**config.mk**
```make
export PLATFORM = sky130hd
export DESIGN_NAME = exch_sorter
export DESIGN_NICKNAME = d
export VERILOG_FILES = /design/src/rtl/sorter_pkg.sv /design/src/rtl/sorter_idx.sv /design/src/rtl/sorter_dp.sv /design/src/rtl/sorter_ctrl.sv /design/src/rtl/exch_sorter.sv
export SDC_FILE = /design/constraint.sdc
export NUM_CORES = 1
export LEC_CHECK = 0
export BUFFER_PORTS_ARGS = -buffer_cell sky130_fd_sc_hd__buf_4
export CORE_MARGIN = 5
export CORE_UTILIZATION = 45
export CTS_CLUSTER_SIZE = 24
export DETAILED_ROUTE_END_ITERATION = 8
export GPL_ROUTABILITY_DRIVEN = 0
export GPL_TIMING_DRIVEN = 0
export PLACE_DENSITY = 0.62
export SLEW_MARGIN = 20
export SYNTH_ARGS = -nofsm -noshare
export SYNTH_HDL_FRONTEND = slang
export SYNTH_SLANG_ARGS = --single-unit
```
**constraint.sdc**
```tcl
create_clock -name clk -period 3 [get_ports clk]
set_clock_uncertainty 0.2 [all_clocks]
set_input_delay 0.6 -clock clk [delete_from_list [all_inputs] [get_ports clk]]
set_output_delay 0.6 -clock clk [all_outputs]
set_load 0.02 [all_outputs]
```
**src/rtl/sorter_pkg.sv**
```systemverilog
package sorter_pkg;

  typedef enum logic [3:0] {
    S_IDLE, S_RD_I, S_LD_A, S_RD_J, S_LD_B, S_CMP,
    S_WR_I, S_WR_J, S_RD_I2, S_LD_A2, S_NEXT, S_DONE
  } sortState_t;

  // strobes from the controller to the datapath
  typedef struct packed {
    logic hostAcc;   // memory port belongs to the host this cycle
    logic memRd;     // internal read
    logic memWr;     // internal write
    logic addrSelJ;  // address mux: 0 = i, 1 = j
    logic wrSelB;    // write data mux: 0 = A, 1 = B
    logic loadA;
    logic loadB;
    logic iClr;
    logic iInc;
    logic jLoad;     // j <= i + 1
    logic jInc;
  } sortStrobe_t;

endpackage

```
**src/rtl/sorter_idx.sv**
```systemverilog
module sorter_idx #(
  parameter int W    = 2,
  parameter int LAST = 3
) (
  input  logic         clk,
  input  logic         rst,
  input  logic         clr,
  input  logic         load,
  input  logic [W-1:0] loadVal,
  input  logic         inc,
  output logic [W-1:0] idx,
  output logic         atLast
);

  localparam logic [W-1:0] LAST_V = W'(LAST);

  always_ff @(posedge clk) begin
    if (rst)       idx <= '0;
    else if (clr)  idx <= '0;
    else if (load) idx <= loadVal;
    else if (inc)  idx <= idx + W'(1);
  end

  assign atLast = (idx == LAST_V);

endmodule

```
**src/rtl/sorter_dp.sv**
```systemverilog
module sorter_dp
  import sorter_pkg::*;
#(
  parameter int DEPTH  = 4,
  parameter int WIDTH  = 8,
  parameter int ADDR_W = $clog2(DEPTH)
) (
  input  logic              clk,
  input  logic              rst,
  input  sortStrobe_t       strobe,
  input  logic              hostWr,
  input  logic              hostRd,
  input  logic [ADDR_W-1:0] hostAddr,
  input  logic [WIDTH-1:0]  hostData,
  output logic [WIDTH-1:0]  memQ,
  output logic              aGtB,
  output logic              iLast,
  output logic              jLast
);

  logic [WIDTH-1:0]  mem [DEPTH];
  logic [WIDTH-1:0]  aReg, bReg;
  logic [ADDR_W-1:0] iIdx, jIdx;
  logic [ADDR_W-1:0] portAddr;
  logic [WIDTH-1:0]  portData;
  logic              portWe, portRe;

  sorter_idx #(.W(ADDR_W), .LAST(DEPTH-2)) i_iCnt (
    .clk(clk), .rst(rst), .clr(strobe.iClr), .load(1'b0), .loadVal('0),
    .inc(strobe.iInc), .idx(iIdx), .atLast(iLast)
  );

  sorter_idx #(.W(ADDR_W), .LAST(DEPTH-1)) i_jCnt (
    .clk(clk), .rst(rst), .clr(1'b0), .load(strobe.jLoad),
    .loadVal(iIdx + ADDR_W'(1)), .inc(strobe.jInc), .idx(jIdx), .atLast(jLast)
  );

  // address, data and enable muxes for the single port
  always_comb begin
    if (strobe.hostAcc) begin
      portAddr = hostAddr;
      portData = hostData;
      portWe   = hostWr;
      portRe   = hostRd;
    end else begin
      portAddr = strobe.addrSelJ ? jIdx : iIdx;
      portData = strobe.wrSelB ? bReg : aReg;
      portWe   = strobe.memWr;
      portRe   = strobe.memRd;
    end
  end

  always_ff @(posedge clk) begin
    if (portWe) mem[portAddr] <= portData;
    if (portRe) memQ <= mem[portAddr];
  end

  always_ff @(posedge clk) begin
    if (rst) begin
      aReg <= '0;
      bReg <= '0;
    end else begin
      if (strobe.loadA) aReg <= memQ;
      if (strobe.loadB) bReg <= memQ;
    end
  end

  assign aGtB = aReg > bReg;


  one_access_chk: assert property (@(posedge clk) disable iff (rst)
    !(strobe.memWr && strobe.memRd));


  j_above_i_chk: assert property (@(posedge clk) disable iff (rst)
    (!strobe.hostAcc && strobe.addrSelJ && (strobe.memRd || strobe.memWr)) |-> (jIdx > iIdx));


  swap_pair_chk: assert property (@(posedge clk) disable iff (rst)
    (strobe.memWr && !strobe.addrSelJ) |=> (strobe.memWr && strobe.addrSelJ && !strobe.wrSelB));


  idx_range_chk: assert property (@(posedge clk) disable iff (rst)
    (!strobe.hostAcc) |-> (iIdx <= ADDR_W'(DEPTH-2) && jIdx <= ADDR_W'(DEPTH-1)));

endmodule

```
**src/rtl/sorter_ctrl.sv**
```systemverilog
module sorter_ctrl
  import sorter_pkg::*;
(
  input  logic        clk,
  input  logic        rst,
  input  logic        sortMode,
  input  logic        aGtB,
  input  logic        iLast,
  input  logic        jLast,
  output sortStrobe_t strobe,
  output logic        done
);

  sortState_t state, nextState;

  always_ff @(posedge clk) begin
    if (rst) state <= S_IDLE;
    else     state <= nextState;
  end

  always_comb begin
    strobe    = '0;
    nextState = state;
    case (state)
      S_IDLE: begin
        strobe.hostAcc = !sortMode;
        if (sortMode) begin
          strobe.iClr = 1'b1;
          nextState   = S_RD_I;
        end
      end
      S_RD_I: begin
        strobe.memRd = 1'b1;
        nextState    = S_LD_A;
      end
      S_LD_A: begin
        strobe.loadA = 1'b1;
        strobe.jLoad = 1'b1;
        nextState    = S_RD_J;
      end
      S_RD_J: begin
        strobe.memRd    = 1'b1;
        strobe.addrSelJ = 1'b1;
        nextState       = S_LD_B;
      end
      S_LD_B: begin
        strobe.loadB = 1'b1;
        nextState    = S_CMP;
      end
      S_CMP: nextState = aGtB ? S_WR_I : S_NEXT;
      S_WR_I: begin
        strobe.memWr  = 1'b1;
        strobe.wrSelB = 1'b1;
        nextState     = S_WR_J;
      end
      S_WR_J: begin
        strobe.memWr    = 1'b1;
        strobe.addrSelJ = 1'b1;
        nextState       = S_RD_I2;
      end
      S_RD_I2: begin
        strobe.memRd = 1'b1;
        nextState    = S_LD_A2;
      end
      S_LD_A2: begin
        strobe.loadA = 1'b1;
        nextState    = S_NEXT;
      end
      S_NEXT: begin
        if (!jLast) begin
          strobe.jInc = 1'b1;
          nextState   = S_RD_J;
        end else if (!iLast) begin
          strobe.iInc = 1'b1;
          nextState   = S_RD_I;
        end else begin
          nextState = S_DONE;
        end
      end
      S_DONE: if (!sortMode) nextState = S_IDLE;
      default: nextState = S_IDLE;
    endcase
  end

  assign done = (state == S_DONE);


  done_hold_chk: assert property (@(posedge clk) disable iff (rst)
    (done && sortMode) |=> done);


  done_clear_chk: assert property (@(posedge clk) disable iff (rst)
    (done && !sortMode) |=> !done);


  host_locked_chk: assert property (@(posedge clk) disable iff (rst)
    (sortMode || done) |-> !strobe.hostAcc);

endmodule

```
**src/rtl/exch_sorter.sv**
```systemverilog
module exch_sorter
  import sorter_pkg::*;
#(
  parameter int DEPTH  = 4,
  parameter int WIDTH  = 8,
  parameter int ADDR_W = $clog2(DEPTH)
) (
  input  logic              clk,
  input  logic              rst,
  input  logic              sortMode,
  input  logic              wrInit,
  input  logic              rdEn,
  input  logic [ADDR_W-1:0] hostAddr,
  input  logic [WIDTH-1:0]  dataIn,
  output logic [WIDTH-1:0]  dataOut,
  output logic              done
);

  sortStrobe_t strobe;
  logic        aGtB, iLast, jLast;

  sorter_ctrl i_ctrl (
    .clk(clk), .rst(rst), .sortMode(sortMode), .aGtB(aGtB),
    .iLast(iLast), .jLast(jLast), .strobe(strobe), .done(done)
  );

  sorter_dp #(.DEPTH(DEPTH), .WIDTH(WIDTH), .ADDR_W(ADDR_W)) i_dp (
    .clk(clk), .rst(rst), .strobe(strobe), .hostWr(wrInit), .hostRd(rdEn),
    .hostAddr(hostAddr), .hostData(dataIn), .memQ(dataOut),
    .aGtB(aGtB), .iLast(iLast), .jLast(jLast)
  );

endmodule

```
After elaboration in Yosys (flattened, before gate mapping). Memories as Yosys holds them, arrays and structs flattened. A register that Yosys moved wholly into a read port is not among the register bits. Index checks and enable logic that the tools add are counted.

$add $sub $neg: 2. Eq/ne operators: 15. Reduce and logical (&&, ||, !) cells: 9. $lt $le $gt $ge: 1. Mux-type cells: 31.

Operator list (count): case mux 4 bit (12 select lines) (1); 2-to-1 mux 4 bit (5); 2-to-1 mux 1 bit (19); equality test 4 x 3 -> 1 bit, second input constant (4); equality test 4 bit, second input constant (4); 2-to-1 mux 8 bit (2); equality test 4 x 2 -> 1 bit, second input constant (2); > comparator 8 bit (1); 2-to-1 mux 2 bit (4); OR reduction 2 bit (4); adder 2 x 1 -> 2 bit, second input constant (2); equality test 2 bit, second input constant (2); equality test 4 x 1 -> 1 bit, second input constant (1); zero test 4 bit (1); != test 2 bit, second input constant (2); OR reduction 3 bit (1); AND reduction 2 bit (1); nonzero test 2 bit (1); zero test 1 bit (1).

Output and inout port bits: 9. Memories: 1. Word-level logic and storage cells: 64. Bits in writable memories: 32. Register bits: 24. Input bits: 15.

Memories: i_dp.mem (depth 4, bits a word 8, rd ports 1, clocked after memory_dff 1, write ports 1, RTL line sorter_dp.sv:21) `logic [WIDTH-1:0] mem [DEPTH];`.

Longest topological paths before layout.
Word-level depth: 6. Gate-level depth with buffers: 8.

Modules after synthesis. From an unflattened synthesis, not the netlist that was laid out.

Cell total of the unflattened synthesis: 266. Area, all modules: 3360.7 um2.

By module, submodules not included: sorter_dp (cells an instance 194, area each 2753.9 um2, seq. area each 1521.5 um2, times used 1); sorter_ctrl (cells an instance 49, area each 370.4 um2, seq. area each 80.1 um2, times used 1); sorter_idx (i_dp.i_iCnt) (cells an instance 13, area each 123.9 um2, seq. area each 40.0 um2, times used 1); sorter_idx (i_dp.i_jCnt) (cells an instance 10, area each 112.6 um2, seq. area each 40.0 um2, times used 1).

Worst setup path before layout. OpenSTA, ideal clock, no wires.

Path type: register to register. Start: register i_ctrl.state[0]. End: memory i_dp.mem[0][0] (enable). Path buffers: 2. Arrival time: 1.775 ns. Library setup time: 0.373 ns. Slack: 0.652 ns. Cell stages (with the launch flop): 8. Path through: dfxtp_1 > buf_2 > nor4_2 > and2_2 > buf_4 > o21ai_0 > o22a_1 > nor2b_1.

Cells in the longest elaborated chain, start to end: 6. Elaborated cells on any way between the ends: 14. Those cells by class: eq/ne (3); mux (8); reduce/logical (3).

Ends and longest elaborated chain: start, declared (RTL line sorter_ctrl.sv:14) `sortState_t state, nextState;`; start signal, assigned (RTL line sorter_ctrl.sv:18) `else state <= nextState;`; equality test 4 x 3 -> 1 bit (RTL line sorter_ctrl.sv:24) `case (state)`; OR reduction 2 bit (no line); 2-to-1 mux 1 bit (RTL line sorter_ctrl.sv:24); 2-to-1 mux 1 bit (RTL line sorter_dp.sv:40) `if (strobe.hostAcc) begin`; 2-to-1 mux 1 bit (RTL line sorter_dp.sv:54) `if (portWe) mem[portAddr] <= portData;`; 2-to-1 mux 1 bit (not written as such) (RTL line sorter_dp.sv:54); end, declared (RTL line sorter_dp.sv:21).

Several ways; a longest one is shown, not always the timed one.

Worst setup path after layout.
Start: register i_ctrl.state[0]. End: memory i_dp.mem[3][7] (enable).

The elaborated chain is that of the path after synthesis.

==> impl_metrics.tcl <==
set metrics [dict create \
    portBuffers 23 \
    yosysUniqueCellTypes 46 \
    final_nets 328 \
    finalSetupTns_ns 0 \
    drtIter0Drc 99 \
    diodes 0 \
    ys.flop_type "edfxtp_1" \
    ys_warn_count 0 \
    critPathMaxFanout 10 \
    setup_viol 0 \
    layout-area-overhead-vs-synth_pct 16.7 \
    postSynthCellCount 269 \
    num_io_pins 24 \
    dp_slack_ns 0.138 \
    worstSkewPairLatency_ns 0.34 \
    cts_tree "done" \
    first_global_vias 1948 \
    cts-resized-gates 0 \
    cts-hold-fix-buffers 0 \
    drc 0 \
    slew_violations 0 \
    grt_overflow 0 \
    status "complete, no violations" \
    slew_headroom_pct 29.9 \
    htreeDepth 3 \
    syn-mean-instance-area_um2 11.4 \
    tightest_slew_ns 1.04 \
    synth.top_cell.area_share_pct 39.2 \
    cts_buffers 9 \
    synth_top_area_cell "edfxtp_1" \
    cts_setup_buffers 0 \
    clock-sinks 64 \
    ir_drop_uv 483 \
    core_area_um2 6720 \
    avgViaCountPerCell 5.25 \
    ant_nets 0 \
    die-height_um 92.6 \
    layout_common_cells "mux2i_1 (40), edfxtp_1 (40), nand2_1 (31)" \
    critPathKind "reg -> reg" \
    setup_ws_ns 0.173 \
    rows 30 \
    max_clock_freq_mhz 354 \
    cp.required_ns 2.77 \
    synth.net_count 294 \
    seq_area_frac_synth_pct 54.8 \
    synth_edf_count 40 \
    initial_core_util_pct 45.7 \
    async_flop_share_pct 0 \
    rsz0062_at_grt "no" \
    hold_viol_final 0 \
    hold_path.class "in -> reg" \
    antenna_found_initial 0 \
    synthTopCellsByArea "edfxtp_1 (39%), dfxtp_1 (16%), mux2i_1 (13%)" \
    post_route_cells_drive_above_1_share_pct 19.5 \
    fin_crit_ns 2.83 \
    clk_path_buf_depth 2 \
    grt_pass1_wl_um 10000 \
    grt_max_degree 14 \
    min_period_over_period_pct 94.2 \
    cts-root-buf "clkbuf_8" \
    wire_per_inst_um 16.0 \
    dp_hpwl_um 4490 \
    num_vias 2037 \
    start_kind "register" \
    leakage_nw 1.40 \
    clk_pin_slew_ns 0.08 \
    fin_cells 388 \
    grt_usage_pct 15.7 \
    wirelength_um 6220 \
    placedCellCount 372 \
    worstSetupEndpointType "register" \
    synth_seq_cells 64 \
    syn-cell-area_um2 3070 \
    p_per_area_nw_per_um2 615 \
    drv_cap 0 \
    first_pass_iters 4 \
    crit_arrival_ns 2.59 \
    dieWidth_um 92.6 \
    die_area_um2 8570 \
    power_mw 2.20 \
]
[power breakdown]
part / switching (mW) / internal (mW)
Clock: 0.361 / 0.478
Combinational: 0.192 / 0.137
Sequential: 0.0337 / 1.00
[cells in the mapped netlist, drive strengths merged, types with 4 or more instances]
master  number
nor3         4
buf          4
nand2       31
dfxtp       24
edfxtp      40
nor2        23
inv         12
a211oi       4
a21oi       19
ha          10
o21ai       11
nor2b        6
mux2i       41
clkbuf       8
[cell families (layout without fill, tap and decap cells)]
group	after synthesis	count (layout)	share of synthesized area, %
AOI/OAI and AO/OA	46	46	9.01
xor gates and xnor gates	2	2	0.571
adders and majority gates	10	10	4.08
buffers and inverters	24	63	3.59
DFF	64	64	54.8
muxes	43	43	14.6
and+or+nand+nor	80	80	13.3
[worst paths after layout]
path	startpoint	endpoint	slack [ns]	cells past startpoint
hold / removal	rst	i_dp.i_iCnt.idx[1]$_SDFFE_PP0P_	0.27	2
setup reg to reg	i_ctrl.state[0]$_SDFFE_PP0P_	i_dp.mem[3][7]$_DFFE_PP_	0.17	7
hold reg to reg	i_dp.i_iCnt.idx[0]$_SDFFE_PP0P_	i_dp.i_jCnt.idx[0]$_SDFFE_PP0P_	0.28	1
setup / recovery	i_ctrl.state[0]$_SDFFE_PP0P_	i_dp.mem[3][7]$_DFFE_PP_	0.17	7
[per-layer routing]
| metal | part of all wire (%) | GRT usage [%] | up-vias |
|---|---|---|---|
| li1 | - | - | 1039 |
| met1 | 47 | 20.2 | 968 |
| met2 | 49 | 25.0 | 23 |
| met3 | 3.3 | 4.55 | 7 |
| met4 | 1.4 | 5.82 | 0 |
| met5 | 0 | 0 | - |
[sequential cells by signal, indices dropped and copies added (netlist names)]
signal and flops:
i_dp.i_iCnt.idx 2, i_ctrl.state 4, i_dp.aReg 8, i_dp.mem 32
i_dp.i_jCnt.idx 2, i_dp.bReg 8, i_dp.memQ 8
[metrics by stage]
stage | utilization, % | hold WS [ns] | instance area (µm²)
3_3_place_gp | 49.7 | 0.258 | 3340
2_1_floorplan | - | 0.236 | 3070
3_5_place_dp | 49.8 | 0.262 | 3350
5_1_grt | 53.3 | 0.271 | 3580
6_report | 53.3 | 0.275 | 3580
4_1_cts | 53.2 | 0.262 | 3570
[critical path, stage by stage, from the launching register on]
cell and delay [ns]:
dfxtp_1 0.30, buf_2 0.17, nor4_2 0.37, and2_2 0.27, buf_4 0.17, a21oi_1 0.11
buf_4 0.21, nor2_1 0.65
[final cells by class]
| cell class | count | area [µm²] |
|---|---|---|
| sequential | 64 | 1680 |
| fill | 601 | 3140 |
| clock inverter | 7 | 104 |
| inverter | 12 | 45.0 |
| clock buffer | 9 | 124 |
| multi-input combinational | 181 | 1290 |
| buffer | 12 | 65.1 |
| tap | 80 | 100 |
| timing repair buffer | 23 | 173 |
No activity file was read; power rests on OpenSTA's default activity.
